$ cat config.mk
export PLATFORM = sky130hd
export DESIGN_NAME = tbk_traceback
export DESIGN_NICKNAME = d
export VERILOG_FILES = /design/src/rtl/tbk_pkg.sv /design/src/rtl/tbk_dec_table.sv /design/src/rtl/tbk_state_step.sv /design/src/rtl/tbk_ctrl.sv /design/src/rtl/tbk_traceback.sv
export SDC_FILE = /design/constraint.sdc
export NUM_CORES = 1
export LEC_CHECK = 0
export ABC_AREA = 1
export BUFFER_PORTS_ARGS = -buffer_cell sky130_fd_sc_hd__clkbuf_2
export CAP_MARGIN = 20
export CORE_MARGIN = 4
export CORE_UTILIZATION = 30
export DETAILED_ROUTE_END_ITERATION = 8
export PLACE_DENSITY_LB_ADDON = 0.25
export SLEW_MARGIN = 20
export SYNTH_ARGS = -nofsm -noshare
export SYNTH_HDL_FRONTEND = slang
export SYNTH_HIERARCHICAL = 1
export SYNTH_SLANG_ARGS = --single-unit
$ cat constraint.sdc
create_clock -name clk -period 3.6 [get_ports clk]
set_clock_uncertainty 0.05 [all_clocks]
set_input_delay 0.72 -clock clk [delete_from_list [all_inputs] [get_ports clk]]
set_output_delay 0.72 -clock clk [all_outputs]
set_load 0.01 [all_outputs]
$ cat src/rtl/tbk_pkg.sv
package tbk_pkg;

  typedef enum logic {
    TB_IDLE = 1'b0,
    TB_RUN  = 1'b1
  } tb_fsm_e;

  // Bring a requested constraint length into the supported range.
  function automatic logic [3:0] clamp_k(input logic [3:0] ks, input int kmax);
    logic [3:0] r;
    if (ks < 4'd3)             r = 4'd3;
    else if (ks > 4'(kmax))    r = 4'(kmax);
    else                       r = ks;
    return r;
  endfunction

endpackage

$ cat src/rtl/tbk_dec_table.sv
module tbk_dec_table #(
  parameter  int K_MAX = 9,
  localparam int N_ENT = 1 << K_MAX
) (
  input  logic             clk,
  input  logic             we,
  input  logic [K_MAX-1:0] waddr,
  input  logic             wdata,
  input  logic [K_MAX-1:0] raddr,
  output logic             rdata
);

  logic ent_q [N_ENT];

  // Storage holds no reset: it is loaded before use.
  always_ff @(posedge clk) begin
    if (we) begin
      ent_q[waddr] <= wdata;
    end
  end

  assign rdata = ent_q[raddr];

endmodule

$ cat src/rtl/tbk_state_step.sv
module tbk_state_step #(
  parameter  int K_MAX = 9,
  localparam int ST_W  = K_MAX - 1
) (
  input  logic [ST_W-1:0]  cur,
  input  logic             decbit,
  input  logic [3:0]       k,
  output logic [ST_W-1:0]  prev,
  output logic             upper,
  output logic [K_MAX-1:0] ext_idx
);

  logic [K_MAX-1:0] ext;
  logic [K_MAX-1:0] half_st;
  logic [K_MAX-1:0] full_st;
  logic [K_MAX-1:0] diff;

  always_comb begin
    ext     = {cur, decbit};
    half_st = K_MAX'(1) << (k - 4'd2);
    full_st = K_MAX'(1) << (k - 4'd1);
    diff    = ext - full_st;
    upper   = ({1'b0, cur} >= half_st);
    prev    = upper ? diff[ST_W-1:0] : ext[ST_W-1:0];
    ext_idx = ext;
  end

endmodule

$ cat src/rtl/tbk_ctrl.sv
module tbk_ctrl
  import tbk_pkg::*;
#(
  parameter int DEPTH_W = 6,
  parameter int LEN_W   = 7
) (
  input  logic               clk,
  input  logic               rst_n,
  input  logic               start,
  input  logic [DEPTH_W-1:0] start_addr,
  input  logic [LEN_W-1:0]   trace_len,
  output logic               load,
  output logic               busy,
  output logic               rd_en,
  output logic [DEPTH_W-1:0] rd_addr,
  output logic               step,
  output logic               done
);

  tb_fsm_e            fsm_q, fsm_d;
  logic [DEPTH_W-1:0] addr_q, addr_d;
  logic [LEN_W-1:0]   issue_q, issue_d;
  logic [LEN_W-1:0]   remain_q, remain_d;
  logic               pend_q, pend_d;
  logic               done_q, done_d;

  always_comb begin
    fsm_d    = fsm_q;
    addr_d   = addr_q;
    issue_d  = issue_q;
    remain_d = remain_q;
    done_d   = 1'b0;
    load     = start && (fsm_q == TB_IDLE);
    rd_en    = (fsm_q == TB_RUN) && (issue_q != '0);
    pend_d   = rd_en;

    if (load) begin
      if (trace_len == '0) begin
        done_d = 1'b1;
      end else begin
        fsm_d    = TB_RUN;
        addr_d   = start_addr;
        issue_d  = trace_len;
        remain_d = trace_len;
      end
    end

    if (rd_en) begin
      addr_d  = addr_q - 1'b1;
      issue_d = issue_q - 1'b1;
    end

    if (pend_q) begin
      remain_d = remain_q - 1'b1;
      if (remain_q == LEN_W'(1)) begin
        fsm_d  = TB_IDLE;
        done_d = 1'b1;
      end
    end
  end

  always_ff @(posedge clk or negedge rst_n) begin
    if (!rst_n) begin
      fsm_q    <= TB_IDLE;
      addr_q   <= '0;
      issue_q  <= '0;
      remain_q <= '0;
      pend_q   <= 1'b0;
      done_q   <= 1'b0;
    end else begin
      fsm_q    <= fsm_d;
      addr_q   <= addr_d;
      issue_q  <= issue_d;
      remain_q <= remain_d;
      pend_q   <= pend_d;
      done_q   <= done_d;
    end
  end

  assign busy    = (fsm_q == TB_RUN);
  assign rd_addr = addr_q;
  assign step    = pend_q;
  assign done    = done_q;

endmodule

$ cat src/rtl/tbk_traceback.sv
module tbk_traceback
  import tbk_pkg::*;
#(
  parameter  int K_MAX   = 9,
  parameter  int DEPTH_W = 6,
  parameter  int LEN_W   = 7,
  localparam int ST_W    = K_MAX - 1,
  localparam int ROW_W   = 1 << ST_W
) (
  input  logic               clk,
  input  logic               rst_n,
  input  logic               start,
  input  logic [ST_W-1:0]    start_state,
  input  logic [DEPTH_W-1:0] start_addr,
  input  logic [LEN_W-1:0]   trace_len,
  input  logic [3:0]         k_sel,
  input  logic               turbo_mode,
  output logic               mem_rd_en,
  output logic [DEPTH_W-1:0] mem_addr,
  input  logic [ROW_W-1:0]   mem_row,
  input  logic               tbl_we,
  input  logic [K_MAX-1:0]   tbl_waddr,
  input  logic               tbl_wdata,
  output logic               busy,
  output logic               bit_valid,
  output logic               bit_out,
  output logic [ST_W-1:0]    state_out,
  output logic               done
);

  logic             load;
  logic             step;
  logic [3:0]       k_eff;
  logic [ST_W-1:0]  st_mask;

  logic [3:0]       k_q, k_d;
  logic             mode_q, mode_d;
  logic [ST_W-1:0]  cur_q, cur_d;
  logic             bit_q, bit_d;
  logic [ST_W-1:0]  sout_q, sout_d;
  logic             vld_q, vld_d;

  logic             decbit;
  logic [ST_W-1:0]  prev;
  logic             upper;
  logic [K_MAX-1:0] tbl_idx;
  logic             tbl_bit;

  tbk_ctrl #(
    .DEPTH_W (DEPTH_W),
    .LEN_W   (LEN_W)
  ) u_ctrl (
    .clk        (clk),
    .rst_n      (rst_n),
    .start      (start),
    .start_addr (start_addr),
    .trace_len  (trace_len),
    .load       (load),
    .busy       (busy),
    .rd_en      (mem_rd_en),
    .rd_addr    (mem_addr),
    .step       (step),
    .done       (done)
  );

  assign decbit = mem_row[cur_q];

  tbk_state_step #(
    .K_MAX (K_MAX)
  ) u_step (
    .cur     (cur_q),
    .decbit  (decbit),
    .k       (k_q),
    .prev    (prev),
    .upper   (upper),
    .ext_idx (tbl_idx)
  );

  tbk_dec_table #(
    .K_MAX (K_MAX)
  ) u_table (
    .clk   (clk),
    .we    (tbl_we),
    .waddr (tbl_waddr),
    .wdata (tbl_wdata),
    .raddr (tbl_idx),
    .rdata (tbl_bit)
  );

  assign k_eff   = clamp_k(k_sel, K_MAX);
  assign st_mask = (ST_W'(1) << (k_eff - 4'd1)) - 1'b1;

  always_comb begin
    k_d    = k_q;
    mode_d = mode_q;
    cur_d  = cur_q;
    bit_d  = bit_q;
    sout_d = sout_q;
    vld_d  = 1'b0;
    if (load) begin
      k_d    = k_eff;
      mode_d = turbo_mode;
      cur_d  = start_state & st_mask;
    end
    if (step) begin
      cur_d  = prev;
      bit_d  = mode_q ? tbl_bit : upper;
      sout_d = prev;
      vld_d  = 1'b1;
    end
  end

  always_ff @(posedge clk or negedge rst_n) begin
    if (!rst_n) begin
      k_q    <= 4'(K_MAX);
      mode_q <= 1'b0;
      cur_q  <= '0;
      bit_q  <= 1'b0;
      sout_q <= '0;
      vld_q  <= 1'b0;
    end else begin
      k_q    <= k_d;
      mode_q <= mode_d;
      cur_q  <= cur_d;
      bit_q  <= bit_d;
      sout_q <= sout_d;
      vld_q  <= vld_d;
    end
  end

  assign bit_valid = vld_q;
  assign bit_out   = bit_q;
  assign state_out = sout_q;

endmodule

Word level (Yosys, flattened, before mapping). Memories as Yosys holds them, arrays and structs flattened. Index checks and enable logic that the tools add are counted.

Memory bits (read-only): 0. Input bits: 296. Bits in writable memories: 512. Logic and storage cells: 67. Output and inout port bits: 19. Flip-flop bits (word level): 46. Latch bits: 0. Memories kept: 1.

Mux-type cells: 26. Bitwise logic cells: 2. Divide/modulo/power cells: 0. Magnitude comparators: 4. Shifts and indexed selects: 3. Multiply operators: 0. Eq/ne operators: 3. Reductions and logical operators: 8. $add $sub $neg: 8.

Memories: u_table.ent_q (words 512, width 1, read ports 1, clocked after Yosys merged registers in 0, write ports 1, line tbk_dec_table.sv:13) `logic ent_q [N_ENT];`.

Operator list (number): $mux W7 (4); $mux W8 (3); $mux W6 (3); $shl A1 B4 Y8 const A (2); $sub A7 B1 Y7 const B (2); $mux W1 (13); $ge A8 B9 Y1 (1); $lt A8 B9 Y1 const B (1); $shl A1 B4 Y9 const A (1); $and A8 B8 Y8 (1); $bmux W1 S8 (1); $mux W4 (2); $sub A4 B1 Y4 const B (2); $sub A8 B1 Y8 const B (1); $sub A8 B8 Y8 (1); $eq A7 B1 Y1 const B (1); $logic_not A7 Y1 (1); $reduce_bool A7 Y1 (1); $sub A6 B1 Y6 const B (1); $gt A4 B4 Y1 const B (1); $lt A4 B2 Y1 const B (1); $ne A2 B1 Y1 const B (2); $reduce_and A2 Y1 (2); $reduce_bool A2 Y1 (2); 3 further kinds (4).

Longest topological paths before layout. Gate-level depths: netlist of the first run.

Word-level depth: 9. Mapped depth: 32. Mapped depth without buffers: 26.

Hierarchy. The synthesis of the first run kept the hierarchy.

By module, submodules not included: tbk_dec_table (cells an instance 2353, area each 23232.3 um2, seq. area each 15374.7 um2, instances 1); tbk_traceback (cells an instance 687, area each 3549.7 um2, seq. area each 578.1 um2, instances 1); tbk_ctrl (cells an instance 221, area each 1551.5 um2, seq. area each 575.6 um2, instances 1); tbk_state_step (cells an instance 172, area each 948.4 um2, seq. area each 0.0 um2, instances 1).

Worst setup path before layout of the first run. OpenSTA, ideal clock, no wires.

Kind: register to register. From: register cur_q[1]. To: register bit_q (netlist: bit_out). Library setup time: 0.126 ns. Arrival time: 2.851 ns. Clock period less this slack: 3.027 ns. Path buffers: 5. Data required time: 3.424 ns. Cell stages (with the launch flop): 30. Setup slack: 0.573 ns. Path through: dfrtp_1 inv_2 buf_1 nand3_1 nand3_1 nand3_1 nand3_1 nand2_1 nand2_1 nand3_1 nand3_1 nand2_1 buf_4 buf_6 buf_4 buf_2 nand2_1 nand3_1 nand3_1 nand3_1 nand3_1 nand3_1 nand2_1 nand2_1 nand3_1 nand2_1 nand2_1 nand2_1 nor2_1 o21ai_0.

Word-level cells in the longest chain between the ends: 4. Elaborated cells on any way between the ends: 5. Classes of those cells: order compare: 1; mux: 3; memory: 1.

RTL lines: start: declaration (line tbk_traceback.sv:38) `logic [ST_W-1:0] cur_q, cur_d;`; start signal: assignment (line tbk_traceback.sv:124) `cur_q <= cur_d;`; $bmux W1 S8 (line tbk_traceback.sv:66) `assign decbit = mem_row[cur_q];`; $mux W1 (not written as such) (line tbk_traceback.sv:66); via decbit (line tbk_traceback.sv:43) `logic decbit;`; $mem_v2 Z512 W1; via tbl_bit (line tbk_traceback.sv:47) `logic tbl_bit;`; $mux W1 (line tbk_traceback.sv:107) `bit_d = mode_q ? tbl_bit : upper;`; end signal: assignment (line tbk_traceback.sv:125) `bit_q <= bit_d;`; end: declaration (line tbk_traceback.sv:39) `logic bit_q, bit_d;`.

The timed path passes the listed nets, and every way through them passes these cells. The select of a mux whose other input is x is not followed. A chain may end at the register's enable or synchronous reset.

Worst setup path in the final report of the first run.
From: register cur_q[0]. To: register bit_q (netlist: bit_out).

Same word-level chain as after synthesis.

==> results.md, run 1 <==
* Status: finished with violations
* Failing checks: setup timing
* Final count of hold timing violations at 0
* Cell count after placement at 4943
* Fin util at 37.6%
* P_leak at 14.2 nW
* MaxCap Viol Count at 0
* Yosys cell types at 42
* Final ANT Viol Nets at 0
* Initial Util at 30.3%
* Critical Path Max Stage Delay at 0.54 ns
* Worst-path maximum fanout at 8
* Post-route insts no fill at 5089
* CTS tree: yes
* Place WS at -0.700 ns
* WL per Instance at 20.0 µm
* HPWL after detailed placement at 60100 µm
* Largest net degree at the start of global routing at 118
* Max-slew violations at 0
* WHS at 0.250 ns
* Tot Pwr at 33.9 mW
* Routed vias at 25500
* Synthesized instance count at 3433
* Setup violations, final at 1
* IO buf count at 314
* Peak supply drop at 0.492 mV
* Yosys top cell by area: edfxtp_1
* Synth area leaders: edfxtp_1 53%, nand3_1 14%, nand2_1 13%
* Initial antenna violation count at 5
* Worst hold start: turbo_mode
* Initial drt markers at 2436
* Worst Setup End Kind: flip-flop
* Reg2Reg Depth at 31
* R2r endpoint: bit_out
* Vias per cell at 5.02
* Hold path cells at 3
* Final GP Congestion at 0.866
* Reg clk slew, reported paths at 0.06 ns
* Num CTS Buffers at 59
* Vias in the first global route at 24400
* Share of cells above drive strength 1 at 21.4%
* Maximum buffer depth of the clock tree at 3
* Tightest Hold Check Type: input port to flip-flop
* I/O pin count at 315
* H-tree depth at 2
* Warning count from the yosys run at 6
* CP Data Arrival Time at 4.18 ns
* Synth Cell Area at 29300 µm²
* Rows at 114
* Pwr dens at 934 nW/µm²
* Slowest CP cell: dfrtp_4
* Sequential-to-total area share from yosys stat at 56.4%
* Tightest Pin Transition at 1.03 ns
* Fmax at 0.269 GHz
* RSZ-0062 raised after global routing: yes
* DIE HEIGHT at 320 µm
* GRT Util Overall at 18.9%
* CP dominant cell by count: nand3_1
* Final Cycle Share at 103%
* Post-Route WL at 102000 µm
* Die span in x at 320 µm
* Worst reg2reg startpoint: cur_q[0]
* TritonRoute pass-1 iters at 5
* DRC Markers at 0
* Number of synthesized register bits at 558
* Clock period minus worst slack at 3.72 ns
* Flop2flop setup slack at -0.12 ns
* CP Data Required Time at 4.06 ns
* Die area at 103000 µm²
* Clock Sinks at 558
* Global-route wire length before repair at 151000 µm
* Min-Delay Endpoint: mode_q
* Crit Path Category: flip-flop to flip-flop
* Area grow syn2layout at 24.1%
* Crit path launch type: flip-flop
* Slew HR at 30.9%
* Final worst setup slack at -0.122 ns
* Avg Cell Area, Syn at 8.53 µm²
* Post-layout nets at 4086
* Core area at 96700 µm²
* Yosys top cell area share at 52.5%
* CTS root buffer: clkbuf_16
* Clk_lat worst skew at 0.64 ns
* Grt total ovfl at 0
==> timing repair <==
action | 4_1_cts | 5_1_grt
hold buffers | 1 | 0
pin swaps | 40 | 82
resized for setup | 109 | 110
endpoints found under the setup margin | 14 | 15
gates cloned | 11 | 5
buffers inserted | 17 | 3
endpoints found under the hold margin | 8 | 0
==> metrics by stage <==
step	area (µm²)	TNS, ns
final	36300	-0.122
after detailed placement	32900	-2.31
after global routing	36300	-0.756
after global placement	32900	-2.46
after CTS	35700	-0.257
after floorplan	29300	0
==> sequential cells by signal, summed over array words and instances, names as in the netlist <==
| signal | count |
|---|---|
| state_out | 8 |
| u_ctrl/busy | 1 |
| cur_q | 8 |
| u_ctrl/issue_q | 7 |
| k_q | 4 |
| u_ctrl/remain_q | 7 |
| bit_out | 1 |
| bit_valid | 1 |
| u_ctrl/step | 1 |
| u_ctrl/done | 1 |
| mode_q | 1 |
| u_ctrl/rd_addr | 6 |
| u_table/ent_q | 512 |
==> layer usage <==
metal	vias to the layer above	track usage, %	routed length (µm)
li1	12100	-	-
met1	12500	27.1	46100
met3	151	1.93	5610
met5	-	0	12
met4	2	5.14	2410
met2	805	30.7	47600
==> Yosys cell counts (all sizes together) <==
cell type / count
fa: 1
nor3: 13
nor2: 557
ha: 25
o211ai: 4
a31o: 1
or2: 2
buf: 179
dfrtp: 44
edfxtp: 512
clkinv: 1
conb: 1
o221ai: 4
xor2: 8
a211oi: 1
nor4: 1
o31ai: 1
a31oi: 2
nand2: 1034
inv: 118
o21ai: 20
nand3: 798
a41oi: 1
dfstp: 2
nand4: 6
nand3b: 4
clkbuf: 82
a21oi: 9
o311ai: 2
==> cells by family after synthesis <==
family,after synthesis,synth area share (%)
simple gates,2415,34.8
flops,558,56.4
compound gates,45,0.957
other cells,1,0.0128
fa+ha+maj,26,1.14
xor+xnor,8,0.239
buf+inv,380,6.45
==> area by class of cell <==
type	count	area, µm²
fillers	9855	60400
flip-flops and latches	558	16500
multi-input cells	2496	11700
repair buffers	530	4170
well taps	1276	1600
clock buffers	68	1530
inverters	119	479
clock inverters	39	324
diodes	3	7.51
==> where the power goes <==
group | total (mW) | switching (mW) | internal (mW)
registers | 7.68 | 0.292 | 7.39
clock network | 5.94 | 2.61 | 3.32
logic | 20.3 | 12.2 | 8.11
==> worst max path at each step <==
| stage | slack, ns | start | to | cells after the start |
|---|---|---|---|---|
| floorplan | 0.57 | cur_q[1] | bit_out | 29 |
| global placement | -0.67 | cur_q[0] | bit_out | 31 |
| detailed placement | -0.70 | cur_q[0] | bit_out | 31 |
| CTS | -0.13 | cur_q[0] | bit_out | 31 |
| global route | -0.30 | cur_q[0] | bit_out | 31 |
| finish | -0.12 | cur_q[0] | bit_out | 31 |
==> critical path: cells and delay by family, from the launching register on <==
family,cells,cell delay [ns]
AOI/OAI and AO/OA,1,0.07
buffers and inverters,7,0.95
DFF,1,0.54
and+or+nand+nor,23,2.00
==> cells in the final DEF, fill, tap and decap left out, types with 14 or more instances in the layout <==
cell	n
nand2_2	45
edfxtp_1	512
dfrtp_1	40
clkbuf_2	313
nand3_1	677
inv_1	105
buf_4	140
nand3_2	113
clkinv_1	18
nand2_1	984
ha_1	24
nor2_1	552
clkbuf_16	65
o21ai_0	14
buf_12	43
(Power assumes the default switching activity.)
==> run 2, diff against run 1 <==
--- a/config.mk
+++ b/config.mk
@@ -9,7 +9,7 @@
 export BUFFER_PORTS_ARGS = -buffer_cell sky130_fd_sc_hd__clkbuf_2
 export CAP_MARGIN = 20
 export CORE_MARGIN = 4
-export CORE_UTILIZATION = 30
+export CORE_UTILIZATION = 32
 export DETAILED_ROUTE_END_ITERATION = 8
 export PLACE_DENSITY_LB_ADDON = 0.25
 export SLEW_MARGIN = 20
==> run 2 against run 1 <==
Critical path type unchanged. Via count increased by 0.58%. Sequential cell count unchanged. Total power increased by 2.0%. Clock power increased by 6.4%. Cell count decreased by 2.4%. Hold slack got worse by 0.16 ns. Sequential power increased by 0.5%. Utilization increased by 2.5 points. Worst setup slack got worse by 0.072 ns. The flow still finishes with violations (setup timing). Critical path depth decreased by 1.
==> results.md, run 2 (synthesis results as in run 1) <==
* Initial drt markers at 2917 (+20%)
* CTS tree: yes
* Slowest CP cell: dfrtp_4
* Final Cell Area at 36300 µm² (-0.24%)
* Failing checks: setup timing
* Tot Pwr at 34.6 mW (+2.0%)
* Final Cycle Share at 105% (+2.0 points)
* Tightest Pin Transition at 1.11 ns (+0.0776 ns)
* Die span in x at 311 µm (-3.1%)
* Pwr dens at 955 nW/µm² (+2.2%)
* Routed vias at 25700 (+0.58%)
* R2r endpoint: bit_out
* Post-layout nets at 4062 (-0.59%)
* Initial antenna violation count at 2 (-3)
* Share of power burned in registers at 22.3% (-0.3 points)
* I/O pin count at 315 (unchanged)
* DIE HEIGHT at 311 µm (-3.1%)
* Crit path launch type: flip-flop
* Maximum buffer depth of the clock tree at 3 (unchanged)
* Largest register FFs at 512 (unchanged)
* Tightest Hold Check Type: input port to asynchronous set/reset pin
* HPWL after detailed placement at 60600 µm (+0.80%)
* Reg2Reg Depth at 30 (-3.2%)
* Post-Route WL at 103000 µm (+1.7%)
* Most flops, register: u_table/ent_q
* Most frequent cells in the layout: 981 x nand2_1, 689 x nand3_1, 553 x nor2_1
* Net Switching at 15.4 mW (+1.6%)
* Num CTS Buffers at 59 (unchanged)
* Final ANT Viol Nets at 0 (unchanged)
* Worst-path maximum fanout at 17 (+9)
* Int Power at 19.3 mW (+2.3%)
* Crit path capture: bit_out
* Rows at 110 (-3.5%)
* Slew HR at 25.7% (-5.2 points)
* Grt total ovfl at 0 (unchanged)
* Placed Area at 32500 µm² (-0.97%)
* Clock period minus worst slack at 3.79 ns (+0.0717 ns)
* Worst reg2reg startpoint: cur_q[0]
* Fmax at 0.264 GHz (-1.9%)
* Commonest non-fill, non-tap cell in the layout: nand2_1
* Clk_lat worst skew at 0.65 ns (about the same)
* Place WS at -0.512 ns (+0.188 ns)
* Largest net degree at the start of global routing at 109 (-7.6%)
* Global-route wire length before repair at 152000 µm (+0.83%)
* Critical Path Max Stage Delay at 0.50 ns (-0.04 ns)
* Combinational cell fraction of total power at 59.4% (-0.5 points)
* Core area at 90400 µm² (-6.5%)
* CP Launch Point: cur_q[0]
* Max-slew violations at 0 (unchanged)
* # hold bufs at CTS at 0 (-1)
* Clock Sinks at 558 (unchanged)
* CTS root buffer: clkbuf_16
* IO buf count at 314 (unchanged)
* Worst Setup End Kind: flip-flop
* Vias in the first global route at 24200 (-0.80%)
* MaxCap Viol Count at 0 (unchanged)
* Fin util at 40.1% (+2.5 points)
* CP Data Arrival Time at 4.26 ns (+0.08 ns)
* Reg clk slew, reported paths at 0.06 ns (about the same)
* Status: finished with violations
* Crit Path Category: flip-flop to flip-flop
* Peak supply drop at 0.608 mV (+24%)
* Die area at 96400 µm² (-6.1%)
* Setup violations, final at 2 (+1)
* DRC Markers at 0 (unchanged)
* Final GP Congestion at 0.886 (+2.2%)
* Final worst setup slack at -0.194 ns (-0.0717 ns)
* Final count of hold timing violations at 0 (unchanged)
* GRT Util Overall at 20.2% (+1.3 points)
* Flop2flop setup slack at -0.19 ns (-0.07 ns)
* P_leak at 14.2 nW (about the same)
* Sw Ratio at 44.3% (-0.19 points)
* CP Data Required Time at 4.07 ns (about the same)
* Share of cells above drive strength 1 at 20.7% (-0.75 points)
* Clock share of power at 18.3% (+0.8 points)
* RSZ-0062 raised after global routing: yes
* WHS at 0.0921 ns (-0.158 ns)
* H-tree depth at 2 (unchanged)
* WL per Instance at 20.8 µm (+4.2%)
* Vias per cell at 5.17 (+3.1%)
* TritonRoute pass-1 iters at 5 (unchanged)
* Initial Util at 32.4% (+2.1 points)
* CP dominant cell by count: nand2_1
* Area grow syn2layout at 23.8%
[run 2: changes by cell type in the layout (fill, tap and decap cells not counted), sizes merged]
| cell | change |
|---|---|
| dlygate4sd3 | -1 |
| diode | -2 |
| clkbuf | +8 |
| bufbuf | -1 |
| clkinv | -6 |
| buf | -28 |
| bufinv | +5 |
| inv | +2 |
[run 2: layout make-up]
cell class / instances / area, µm²
clock buffers: 71 / 1540
well taps: 1176 / 1470
diodes: 1 / 2.50
clock inverters: 39 / 444
repair buffers: 505 / 4150
inverters: 119 / 483
fillers: 9019 / 54200
flip-flops and latches: 558 / 16500
multi-input cells: 2496 / 11600
repair inverters: 1 / 16.3
[run 2: repair_timing]
item	in CTS	in global routing
cloned	11	10
endpoints found under the setup margin	15	15
setup buffers	9	9
gates resized for setup	94	126
pin swaps	33	65
[run 2: metrics by stage]
stage                     instances  TNS [ns]
after floorplan                3434         0
after global placement         4817     -3.46
after detailed placement       4817     -3.06
after CTS                      4947   -0.0804
after global routing           4966     -1.13
final                          4966    -0.206
[run 2: worst min path at each step]
stage,endpoint,startpoint
CTS,u_ctrl/done,rst_n
floorplan,bit_valid,u_ctrl/step
global route,u_ctrl/busy,rst_n
detailed placement,state_out[6],state_out[6]
finish,u_ctrl/issue_q[3],rst_n
global placement,state_out[7],state_out[7]
[run 2: metal layers]
metal	vias up	wire length [µm]	global-route usage, %
met3	166	6750	2.63
met4	0	2770	5.48
met5	-	0	0
li1	12100	-	-
met2	856	48600	33.1
met1	12600	45400	28.4
[run 2: power by group through the flow]
stage                     Sequential (mW)  Combinational (mW)  Clock [mW]
after CTS                            7.71                18.6        6.46
after global routing                 7.75                22.4        6.69
after floorplan                      7.77                11.4           0
after global placement               7.83                16.4           0
after detailed placement             7.84                16.5           0
final                                7.72                20.6        6.32
[run 2: worst max-delay path, delay by kind of cell, from the launching register on]
| kind | cells | cell delay [ns] |
|---|---|---|
| AOI/OAI and AO/OA | 1 | 0.07 |
| buffers and inverters | 6 | 0.90 |
| and+or+nand+nor | 23 | 2.08 |
| DFF | 1 | 0.50 |
